$ cat config.mk
export PLATFORM = sky130hd
export DESIGN_NAME = spi_reg_slave
export DESIGN_NICKNAME = d
export VERILOG_FILES = /design/src/rtl/srs_pkg.sv /design/src/rtl/srs_sync.sv /design/src/rtl/srs_shifter.sv /design/src/rtl/srs_engine.sv /design/src/rtl/spi_reg_slave.sv
export SDC_FILE = /design/constraint.sdc
export NUM_CORES = 1
export LEC_CHECK = 0
export ABC_AREA = 1
export BUFFER_PORTS_ARGS = -buffer_cell sky130_fd_sc_hd__clkbuf_2
export CORE_MARGIN = 2
export CORE_UTILIZATION = 50
export CTS_CLUSTER_DIAMETER = 50
export DETAILED_ROUTE_END_ITERATION = 16
export PLACE_DENSITY = 0.68
export SYNTH_ARGS = -nofsm -noshare
export SYNTH_HDL_FRONTEND = slang
export SYNTH_HIERARCHICAL = 1
export SYNTH_SLANG_ARGS = --single-unit
$ cat constraint.sdc
create_clock -name clk -period 8.36 [get_ports clk]
set_input_delay 0.418 -clock clk [delete_from_list [all_inputs] [get_ports clk]]
set_output_delay 0.418 -clock clk [all_outputs]
set_load 0.01 [all_outputs]
$ cat src/rtl/srs_pkg.sv
package srs_pkg;
  localparam int FRAME_W   = 16;
  localparam int DATA_W    = 14;
  localparam int AGC_W     = 8;
  localparam int PROG_W    = 8;
  localparam int CAUSE_W   = 3;
  localparam int ZP_SPLIT  = 6;

  localparam logic [DATA_W-1:0] ADDR_ERR   = 14'h0001;
  localparam logic [DATA_W-1:0] ADDR_PROG  = 14'h0003;
  localparam logic [DATA_W-1:0] ADDR_ZP_HI = 14'h0016;
  localparam logic [DATA_W-1:0] ADDR_ZP_LO = 14'h0017;
  localparam logic [DATA_W-1:0] ADDR_DIAG  = 14'h3FFD;
  localparam logic [DATA_W-1:0] ADDR_MAG   = 14'h3FFE;
  localparam logic [DATA_W-1:0] ADDR_ANG   = 14'h3FFF;

  localparam logic [PROG_W-1:0] PROG_MASK = 8'h49;

  localparam int CAUSE_FRAME = 0;
  localparam int CAUSE_CMD   = 1;
  localparam int CAUSE_PAR   = 2;

  typedef struct packed {
    logic              par;
    logic              rd;
    logic [DATA_W-1:0] addr;
  } cmd_word_t;

  typedef struct packed {
    logic              hit;
    logic [DATA_W-1:0] data;
  } lookup_t;

  function automatic logic [FRAME_W-1:0] make_resp(input logic ef, input logic [DATA_W-1:0] d);
    return {^{ef, d}, ef, d};
  endfunction
endpackage

$ cat src/rtl/srs_sync.sv
module srs_sync #(
  parameter int              STAGES  = 2,
  parameter int              W       = 3,
  parameter logic [W-1:0]    RST_VAL = '0
) (
  input  logic         clk,
  input  logic         rst_n,
  input  logic [W-1:0] d_async,
  output logic [W-1:0] q
);
  logic [W-1:0] chain [STAGES];

  generate
    for (genvar s = 0; s < STAGES; s++) begin : g_stage
      always_ff @(posedge clk or negedge rst_n) begin
        if (!rst_n) chain[s] <= RST_VAL;
        else if (s == 0) chain[s] <= d_async;
        else chain[s] <= chain[(s == 0) ? 0 : s-1];
      end
    end
  endgenerate

  assign q = chain[STAGES-1];
endmodule

$ cat src/rtl/srs_shifter.sv
module srs_shifter #(
  parameter int FRAME_BITS = 16,
  localparam int CNT_W     = $clog2(FRAME_BITS) + 2
) (
  input  logic                  clk,
  input  logic                  rst_n,
  input  logic                  csn_s,
  input  logic                  csn_rise,
  input  logic                  sck_rise,
  input  logic                  sck_fall,
  input  logic                  mosi_s,
  input  logic [FRAME_BITS-1:0] load_word,
  output logic                  miso,
  output logic                  frame_done,
  output logic                  frame_ok,
  output logic [FRAME_BITS-1:0] frame_word
);
  localparam logic [CNT_W-1:0] CNT_MAX   = '1;
  localparam logic [CNT_W-1:0] CNT_EXACT = CNT_W'(FRAME_BITS);

  logic [FRAME_BITS-1:0] tx_sr, rx_sr;
  logic [CNT_W-1:0]      edge_cnt;

  always_ff @(posedge clk or negedge rst_n) begin
    if (!rst_n) begin
      tx_sr      <= '0;
      rx_sr      <= '0;
      edge_cnt   <= '0;
      miso       <= 1'b0;
      frame_done <= 1'b0;
      frame_ok   <= 1'b0;
      frame_word <= '0;
    end else begin
      frame_done <= 1'b0;
      if (csn_s) begin
        edge_cnt <= '0;
        tx_sr    <= load_word;
        miso     <= 1'b0;
      end else begin
        if (sck_rise) begin
          miso  <= tx_sr[FRAME_BITS-1];
          tx_sr <= {tx_sr[FRAME_BITS-2:0], 1'b0};
        end
        if (sck_fall) begin
          rx_sr <= {rx_sr[FRAME_BITS-2:0], mosi_s};
          if (edge_cnt != CNT_MAX) edge_cnt <= edge_cnt + 1'b1;
        end
      end
      if (csn_rise) begin
        frame_done <= 1'b1;
        frame_ok   <= (edge_cnt == CNT_EXACT);
        frame_word <= rx_sr;
      end
    end
  end
endmodule

$ cat src/rtl/srs_engine.sv
module srs_engine
  import srs_pkg::*;
(
  input  logic               clk,
  input  logic               rst_n,
  input  logic               frame_done,
  input  logic               frame_ok,
  input  logic [FRAME_W-1:0] frame_word,
  input  logic [DATA_W-1:0]  angle_raw,
  input  logic [DATA_W-1:0]  magnitude,
  input  logic [AGC_W-1:0]   gain,
  input  logic [3:0]         diag_bits,
  output logic [FRAME_W-1:0] resp_q,
  output logic [DATA_W-1:0]  zero_pos,
  output logic [PROG_W-1:0]  prog_ctrl,
  output logic               err_flag
);
  logic [CAUSE_W-1:0] cause_q, cause_nx, cause_set;
  logic [DATA_W-1:0]  zp_nx, paddr_q, paddr_nx, resp_data;
  logic [PROG_W-1:0]  pc_nx;
  logic               pend_q, pend_nx, flag_nx, clr, par_ok;
  logic [FRAME_W-1:0] resp_nx;
  cmd_word_t          cw;
  lookup_t            lk;

  function automatic lookup_t reg_read(input logic [DATA_W-1:0] a, input logic [DATA_W-1:0] zp,
                                       input logic [PROG_W-1:0] pc, input logic [CAUSE_W-1:0] cs);
    lookup_t r;
    r.hit = 1'b1;
    unique case (a)
      ADDR_ERR:   r.data = DATA_W'(cs);
      ADDR_PROG:  r.data = DATA_W'(pc);
      ADDR_ZP_HI: r.data = DATA_W'(zp[DATA_W-1:ZP_SPLIT]);
      ADDR_ZP_LO: r.data = DATA_W'(zp[ZP_SPLIT-1:0]);
      ADDR_DIAG:  r.data = {2'b00, diag_bits, gain};
      ADDR_MAG:   r.data = magnitude;
      ADDR_ANG:   r.data = angle_raw - zp;
      default: begin r.hit = 1'b0; r.data = '0; end
    endcase
    return r;
  endfunction

  function automatic logic writable(input logic [DATA_W-1:0] a);
    return (a == ADDR_PROG) || (a == ADDR_ZP_HI) || (a == ADDR_ZP_LO);
  endfunction

  always_comb begin
    cw        = frame_word;
    par_ok    = ~^frame_word;
    cause_set = '0;
    zp_nx     = zero_pos;
    pc_nx     = prog_ctrl;
    pend_nx   = pend_q;
    paddr_nx  = paddr_q;
    resp_data = resp_q[DATA_W-1:0];
    clr       = 1'b0;
    lk        = reg_read(cw.addr, zero_pos, prog_ctrl, cause_q);
    if (!frame_ok) begin
      cause_set[CAUSE_FRAME] = 1'b1;
      pend_nx = 1'b0;
    end else if (pend_q) begin
      pend_nx = 1'b0;
      if (!par_ok) cause_set[CAUSE_PAR] = 1'b1;
      else if (cw.rd) cause_set[CAUSE_CMD] = 1'b1;
      else begin
        unique case (paddr_q)
          ADDR_PROG:  pc_nx = frame_word[PROG_W-1:0] & PROG_MASK;
          ADDR_ZP_HI: zp_nx[DATA_W-1:ZP_SPLIT] = frame_word[DATA_W-ZP_SPLIT-1:0];
          ADDR_ZP_LO: zp_nx[ZP_SPLIT-1:0] = frame_word[ZP_SPLIT-1:0];
          default: ;
        endcase
      end
      resp_data = reg_read(paddr_q, zp_nx, pc_nx, cause_q).data;
    end else if (!par_ok) begin
      cause_set[CAUSE_PAR] = 1'b1;
      resp_data = '0;
    end else if (frame_word == '0) begin
      resp_data = '0;
    end else if (cw.rd) begin
      if (!lk.hit) begin
        cause_set[CAUSE_CMD] = 1'b1;
        resp_data = '0;
      end else begin
        resp_data = lk.data;
        clr = (cw.addr == ADDR_ERR);
      end
    end else if (writable(cw.addr)) begin
      pend_nx   = 1'b1;
      paddr_nx  = cw.addr;
      resp_data = lk.data;
    end else begin
      cause_set[CAUSE_CMD] = 1'b1;
      resp_data = '0;
    end
    cause_nx = cause_q | cause_set;
    flag_nx  = err_flag | (|cause_set);
    resp_nx  = make_resp(flag_nx, resp_data);
    if (clr) begin
      cause_nx = '0;
      flag_nx  = 1'b0;
    end
  end

  always_ff @(posedge clk or negedge rst_n) begin
    if (!rst_n) begin
      resp_q    <= '0;
      zero_pos  <= '0;
      prog_ctrl <= '0;
      err_flag  <= 1'b0;
      cause_q   <= '0;
      pend_q    <= 1'b0;
      paddr_q   <= '0;
    end else if (frame_done) begin
      resp_q    <= resp_nx;
      zero_pos  <= zp_nx;
      prog_ctrl <= pc_nx;
      err_flag  <= flag_nx;
      cause_q   <= cause_nx;
      pend_q    <= pend_nx;
      paddr_q   <= paddr_nx;
    end
  end
endmodule

$ cat src/rtl/spi_reg_slave.sv
module spi_reg_slave
  import srs_pkg::*;
#(
  parameter int SYNC_STAGES = 2
) (
  input  logic              clk,
  input  logic              rst_n,
  input  logic              spi_csn,
  input  logic              spi_sck,
  input  logic              spi_mosi,
  output logic              spi_miso,
  input  logic [DATA_W-1:0] angle_raw,
  input  logic [DATA_W-1:0] magnitude,
  input  logic [AGC_W-1:0]  gain,
  input  logic              comp_high,
  input  logic              comp_low,
  input  logic              cordic_ovf,
  input  logic              offset_done,
  output logic [DATA_W-1:0] zero_pos,
  output logic [PROG_W-1:0] prog_ctrl
);
  logic [2:0]         pins_s;
  logic               csn_s, sck_s, mosi_s, csn_p, sck_p;
  logic               csn_rise, sck_rise, sck_fall;
  logic               frame_done, frame_ok, err_flag;
  logic [FRAME_W-1:0] frame_word, resp_q;

  srs_sync #(.STAGES(SYNC_STAGES), .W(3), .RST_VAL(3'b100)) u_sync (
    .clk(clk), .rst_n(rst_n),
    .d_async({spi_csn, spi_sck, spi_mosi}),
    .q(pins_s)
  );

  assign {csn_s, sck_s, mosi_s} = pins_s;

  always_ff @(posedge clk or negedge rst_n) begin
    if (!rst_n) begin
      csn_p <= 1'b1;
      sck_p <= 1'b0;
    end else begin
      csn_p <= csn_s;
      sck_p <= sck_s;
    end
  end

  assign csn_rise = csn_s & ~csn_p;
  assign sck_rise = sck_s & ~sck_p;
  assign sck_fall = ~sck_s & sck_p;

  srs_shifter #(.FRAME_BITS(FRAME_W)) u_shift (
    .clk(clk), .rst_n(rst_n),
    .csn_s(csn_s), .csn_rise(csn_rise),
    .sck_rise(sck_rise), .sck_fall(sck_fall),
    .mosi_s(mosi_s), .load_word(resp_q),
    .miso(spi_miso), .frame_done(frame_done),
    .frame_ok(frame_ok), .frame_word(frame_word)
  );

  srs_engine u_eng (
    .clk(clk), .rst_n(rst_n),
    .frame_done(frame_done), .frame_ok(frame_ok), .frame_word(frame_word),
    .angle_raw(angle_raw), .magnitude(magnitude), .gain(gain),
    .diag_bits({comp_high, comp_low, cordic_ovf, offset_done}),
    .resp_q(resp_q), .zero_pos(zero_pos), .prog_ctrl(prog_ctrl),
    .err_flag(err_flag)
  );
endmodule

==> results.yml, run 1 <==
timing:
  tightest_slew_ns: 1.21
  hold_viol_final: 0
  finalCritPeriodShare_pct: 58.3
  maxSlewViolCount: 0
  layout_setup_ws_ns: 3.48
  timing.fmax_ghz: 0.205
  setup_violations: 0
  skew_ns: 0.0158
  relSlewSlack_pct: 18.5
  rsz0062_at_grt: "no"
  post-route-min-period_ns: 4.88
  tns_ns: 0
final_layout:
  drive_above_1_share_pct: 13.1
  n_fill_cell: 1692
  area_growth_pct: 13.0
  utilization_pct: 57.6
  nNetsFinal: 1418
  multi_input_area_um2: 4880
  antenna_cells: 0
  final_area_um2: 9970
  ff_latch_area_um2: 3060
yosys:
  synthXorXnorAreaFrac_pct: 0.596
  yosysWarnings: 6
  synth_top_family_by_area: "simple AND/OR/NAND/NOR gates"
  avgSynthCellArea_um2: 6.99
  syn_inst: 1262
  synth_seq_area_share_pct: 34.6
  synth_compound_area_share_pct: 11.6
  yosys-top-cells-area: "dfrtp_1 (34%), nand2_1 (16%), inv_1 (8.1%)"
  synth_common_cells: "nand2_1 (385), inv_1 (190), dfrtp_1 (119)"
  yosysMostFrequentCell: "nand2_1"
  syn-num-nets: 1353
  async_flop_share_pct: 100
  synth_top_area_share_pct: 33.7
  ys_types: 55
  synthFlopType: "dfrtp_1"
  muxShareOfSynthArea_pct: 3.91
  synth-edff-count: 0
  yosysTopAreaCell: "dfrtp_1"
  synthAdderAreaFrac_pct: 6.69
  yosys.area_share.simple_pct: 32.4
  synth_area_um2: 8820
  synth-seq-cells: 122
clocking:
  numCtsBuffers: 17
  cts_root_buffer: "clkbuf_16"
  insertion_delay_ns: 0.43
  htreeDepth: 4
  holdBufCountCts: 0
  clock-sinks: 122
  post_cts_buffers: 0
  cts_tree: "done"
  cts.path.max_buffers: 2
  path_clk_slew_ns: 0.06
  ctsResizeCount: 0
power_and_ir_drop:
  p_leak_nw: 5.33
  power.density_nw_per_um2: 192
  ir_drop_v: 0.000170
worst_setup_path:
  path_max_fanout: 13
  critPathLaunch: "u_shift/frame_word[0]"
  worst_ep_arrival_time_ns: 5.18
  critPathRequiredTime_ns: 8.66
  critical_path.slowest_cell: "dfrtp_1"
  crit_top_cell: "nand2_1"
  startpoint_type: "flip-flop"
  crit_path_max_incr_delay_ns: 0.47
  critPathKind: "flip-flop to flip-flop"
  crit-reg2reg-launch: "u_shift/frame_word[0]"
  cp-end-kind: "flip-flop"
placement:
  io_buffers: 67
  dp_slack_ns: 3.59
  hpwl_mm: 21.1
  gp_congestion: 1.01
  postPlaceCellArea_um2: 9320
hold_path:
  min_path_type: "primary input to asynchronous set/reset pin"
floorplan:
  start_util_pct: 51.0
  die_x_um: 137
  row_count: 48
  dieArea_um2: 18700
  pin_count: 68
  die_h_um: 137
  fp.coreArea_um2: 17300
drt:
  drt_first_pass_iters: 6
  drtAntennaViolNets: 0
  drcViolationCount: 0
  vias: 8792
  routed_via_density: 5.62
  wl_mm: 27.2
  wl_per_cell_um: 17.4
  drt_iter0_drc: 691
job:
  maxCapViolCount: 0
global_routing:
  overflow: 0
  grt_pass1_wl_mm: 42.5
  grt_max_degree: 71
  grt_usage_pct: 30.1
  antenna_found_initial: 0
  grt_pass1_vias: 8224
status:
  outcome: "completed"
[critical path, delay by kind of cell (launching register included)]
kind | cells | cell delay, ns
simple gates | 18 | 1.74
compound gates | 6 | 1.57
fa+ha+maj | 2 | 0.69
flops | 1 | 0.47
buf+inv | 3 | 0.27
[flip-flops by register name, summed over array words and instances (netlist names)]
| register | flops |
|---|---|
| u_eng/resp_q | 16 |
| u_shift/frame_word | 16 |
| u_shift/rx_sr | 16 |
| u_shift/tx_sr | 16 |
| u_eng/paddr_q | 14 |
| u_eng/zero_pos | 14 |
| u_eng/prog_ctrl | 8 |
| u_shift/edge_cnt | 6 |
| u_eng/cause_q | 3 |
| u_sync/chain | 3 |
| u_sync/q | 3 |
| csn_p | 1 |
| sck_p | 1 |
| u_eng/err_flag | 1 |
| u_eng/pend_q | 1 |
| u_shift/frame_done | 1 |
| u_shift/frame_ok | 1 |
| u_shift/miso | 1 |
[cell usage in the layout, fill, tap and decap left out, types with 9 or more instances in the layout]
master / instances
nand3_1: 104
a21oi_1: 51
nor3_1: 22
o22ai_1: 15
inv_1: 190
nand2_2: 9
nand4_1: 20
nand2_1: 385
o21ai_1: 10
nor2_1: 85
mux2_2: 24
clkbuf_16: 17
o21ai_0: 72
clkbuf_2: 66
dfrtp_1: 119
ha_1: 44
[layout make-up]
type / count / share of cell area [%]
clock buffer: 22 / 4.86
clock inverter: 10 / 1.63
inverter: 200 / 7.58
multi-input combinational: 917 / 48.9
sequential: 122 / 30.7
tap: 225 / 2.82
timing repair buffer: 69 / 3.54
[final timing paths]
| path | endpoint | slack, ns | cells past startpoint |
|---|---|---|---|
| setup reg to reg | u_eng/resp_q[15] | 3.48 | 29 |
| hold / removal | u_eng/zero_pos[5] | 0.02 | 1 |
| max in group asynchronous | u_shift/rx_sr[15] | 6.93 | 2 |
| min in group clk | u_sync/chain[5] | 0.07 | 1 |
| setup / recovery | u_eng/resp_q[15] | 3.48 | 29 |
| hold reg to reg | u_sync/q[2] | 0.36 | 0 |
[through the flow]
stage / cells / hold slack, ns / power, mW
2_1_floorplan: 1262 / 0.122 / 0.983
3_3_place_gp: 1533 / 0.344 / 1.10
3_5_place_dp: 1533 / 0.351 / 1.11
4_1_cts: 1565 / 0.0335 / 1.93
5_1_grt: 1565 / 0.0709 / 2.02
6_report: 1565 / 0.0241 / 1.92
[per-layer routing]
metal	vias up	global-route usage [%]	routed length (µm)
li1	4218	-	-
met1	4123	40.1	11700
met2	383	47.3	12300
met3	68	5.63	2130
met4	0	14.5	1090
met5	-	0	0
[cells by family after synthesis]
group | count (synthesis)
xor gates and xnor gates | 6
buffers and inverters | 223
adders and majority gates | 46
AOI/OAI and AO/OA | 179
muxes | 29
and+or+nand+nor | 657
DFF | 122
[power by group]
group / internal [mW] / total [mW] / switching [mW]
combinational: 0.140 / 0.419 / 0.279
clock: 0.531 / 0.806 / 0.275
sequential: 0.639 / 0.694 / 0.0548
Note: power is estimated with default switching activity, not from simulation.
==> inputs of run 2 (changes only) <==
- PLACE_DENSITY: 0.68 -> 0.71
- clock period: 8.36 -> 4.3 ns (I/O delays scaled with it)
==> results.yml, run 2 (synthesis results as in run 1) <==
global_routing:
  grt_usage_pct: 31.8
  overflow: 0
  top_usage_layer: "met2"
  met3_usage_pct: 5.37
  grt_max_degree: 67
  grt_pass1_vias: 8545
  grt.met2_usage_pct: 53.1
  grt.met1_usage_pct: 40.6
  antenna_found_initial: 0
  grt_pass1_wl_mm: 44.8
drt:
  drcViolationCount: 0
  routed_via_density: 5.55
  wl_mm: 29.4
  drt_iter0_drc: 819
  wl_per_cell_um: 18.0
  drt_first_pass_iters: 5
  vias: 9050
  drtAntennaViolNets: 0
placement:
  hpwl_mm: 22.3
  dp_slack_ns: 0.0569
  dp_cells: 1575
  gp_congestion: 1.00
  io_buffers: 67
final_layout:
  ff_latch_area_um2: 3060
  utilization_pct: 62.4
  fin_cells: 1632
  area_growth_pct: 22.2
  antenna_cells: 0
  n_fill_cell: 1568
  multi_input_area_um2: 5190
  most-common-layout-cells: "nand2_1 (361), inv_1 (172), dfrtp_1 (119)"
  drive_above_1_share_pct: 22.5
  nNetsFinal: 1485
  final_common_cell: "nand2_1"
worst_setup_path:
  worst_ep_arrival_time_ns: 4.53
  critPathRequiredTime_ns: 4.61
  crit_path_max_incr_delay_ns: 0.40
  critical_path.slowest_cell: "dfrtp_1"
  worstRegToRegCells: 30
  crit_top_cell: "nand2_1"
  reg2reg_slack_ns: 0.08
  path_max_fanout: 10
  cp-end-kind: "flip-flop"
  reg2reg_to: "u_eng/resp_q[15]"
  critPathKind: "flip-flop to flip-flop"
  crit-reg2reg-launch: "u_shift/frame_word[7]"
  startpoint_type: "flip-flop"
timing:
  layout_setup_ws_ns: 0.0802
  relSlewSlack_pct: 37.6
  setup_violations: 0
  finalCritPeriodShare_pct: 98.1
  skew_ns: 0.0125
  tightest_slew_ns: 0.934
  timing.fmax_ghz: 0.237
  maxSlewViolCount: 0
  post-route-min-period_ns: 4.22
  hold_viol_final: 0
power_and_ir_drop:
  p_int_mw: 2.69
  power.density_nw_per_um2: 382
  pwr-share-comb_pct: 31.3
  switching_share_pct: 34.8
  total_power_mw: 4.12
  p_leak_nw: 5.66
  ir_drop_v: 0.000389
  switchingPower_mw: 1.43
  clkPwrFrac_pct: 36.8
  seqPwrFrac_pct: 31.9
floorplan:
  die_x_um: 137
  die_h_um: 137
  dieArea_um2: 18700
  fp.coreArea_um2: 17300
  row_count: 48
  start_util_pct: 51.0
  pin_count: 68
status:
  outcome: "completed"
hold_path:
  min_path_type: "primary input to flip-flop"
  hold_depth: 7
  hp-start: "magnitude[13]"
  hold_end: "u_eng/resp_q[13]"
clocking:
  insertion_delay_ns: 0.43
  numCtsBuffers: 17
  cts_tree: "done"
  htreeDepth: 4
  cts.path.max_buffers: 2
  cts_root_buffer: "clkbuf_16"
  path_clk_slew_ns: 0.07
  clock-sinks: 122
job:
  maxCapViolCount: 0
## run 2: cell count changes in the layout (fill, tap and decap cells not counted), sizes merged
cell	before	now
bufinv	4	3
clkbuf	88	84
clkinvlp	2	3
buf	3	66
dlygate4sd3	0	4
inv	198	202
## run 2: repair_timing
item                       CTS  global route
hold endpoints to repair    59             0
setup endpoints to repair    0             2
resized for setup            0            86
hold buffers                 4             0
setup buffers                0            21
## run 2: power groups by stage
stage | logic (mW) | clock network [mW] | registers (mW)
after floorplan | 0.589 | 0 | 1.32
after global placement | 0.980 | 0 | 1.32
after detailed placement | 0.998 | 0 | 1.33
after CTS | 1.02 | 1.54 | 1.31
after global routing | 1.40 | 1.59 | 1.32
final | 1.29 | 1.52 | 1.31
## run 2: layer usage
metal | vias to the layer above | routed length [µm]
li1 | 4354 | -
met1 | 4266 | 12400
met2 | 363 | 13900
met3 | 67 | 2030
met4 | 0 | 1100
met5 | - | 0
## run 2: critical path, delay by kind of cell, from the launching register on
kind                     cells  cell delay, ns
AO/OA/AOI/OAI                1            0.08
flip-flops                   1            0.40
AND/OR/NAND/NOR             24            2.62
adder cells (fa/ha/maj)      2            0.66
buffers and inverters        3            0.31
## run 2: worst max path at each step
stage	start	end	slack, ns
after global placement	u_shift/frame_word[7]	u_eng/resp_q[15]	0.13
final	u_shift/frame_word[7]	u_eng/resp_q[15]	0.08
after floorplan	u_shift/frame_word[14]	u_eng/resp_q[15]	0.45
after detailed placement	u_shift/frame_word[7]	u_eng/resp_q[15]	0.06
after CTS	u_shift/frame_word[7]	u_eng/resp_q[15]	0.004
after global routing	u_shift/frame_word[7]	u_eng/resp_q[15]	-0.19
## run 2: final cells by class
type                       instances  area share [%]
clock buffer                      18            3.98
clock inverter                    14            1.74
inverter                         200            7.01
multi-input combinational        917            48.1
sequential                       122            28.3
tap                              225            2.61
timing repair buffer             136            8.18
## run 2: per-stage QoR
step                      TNS [ns]  area (µm²)  hold slack, ns
after global routing        -0.186       10800           0.339
after detailed placement         0        9650           0.306
after floorplan                  0        8820         -0.0806
after global placement           0        9650           0.302
after CTS                        0       10300           0.265
final                            0       10800           0.283
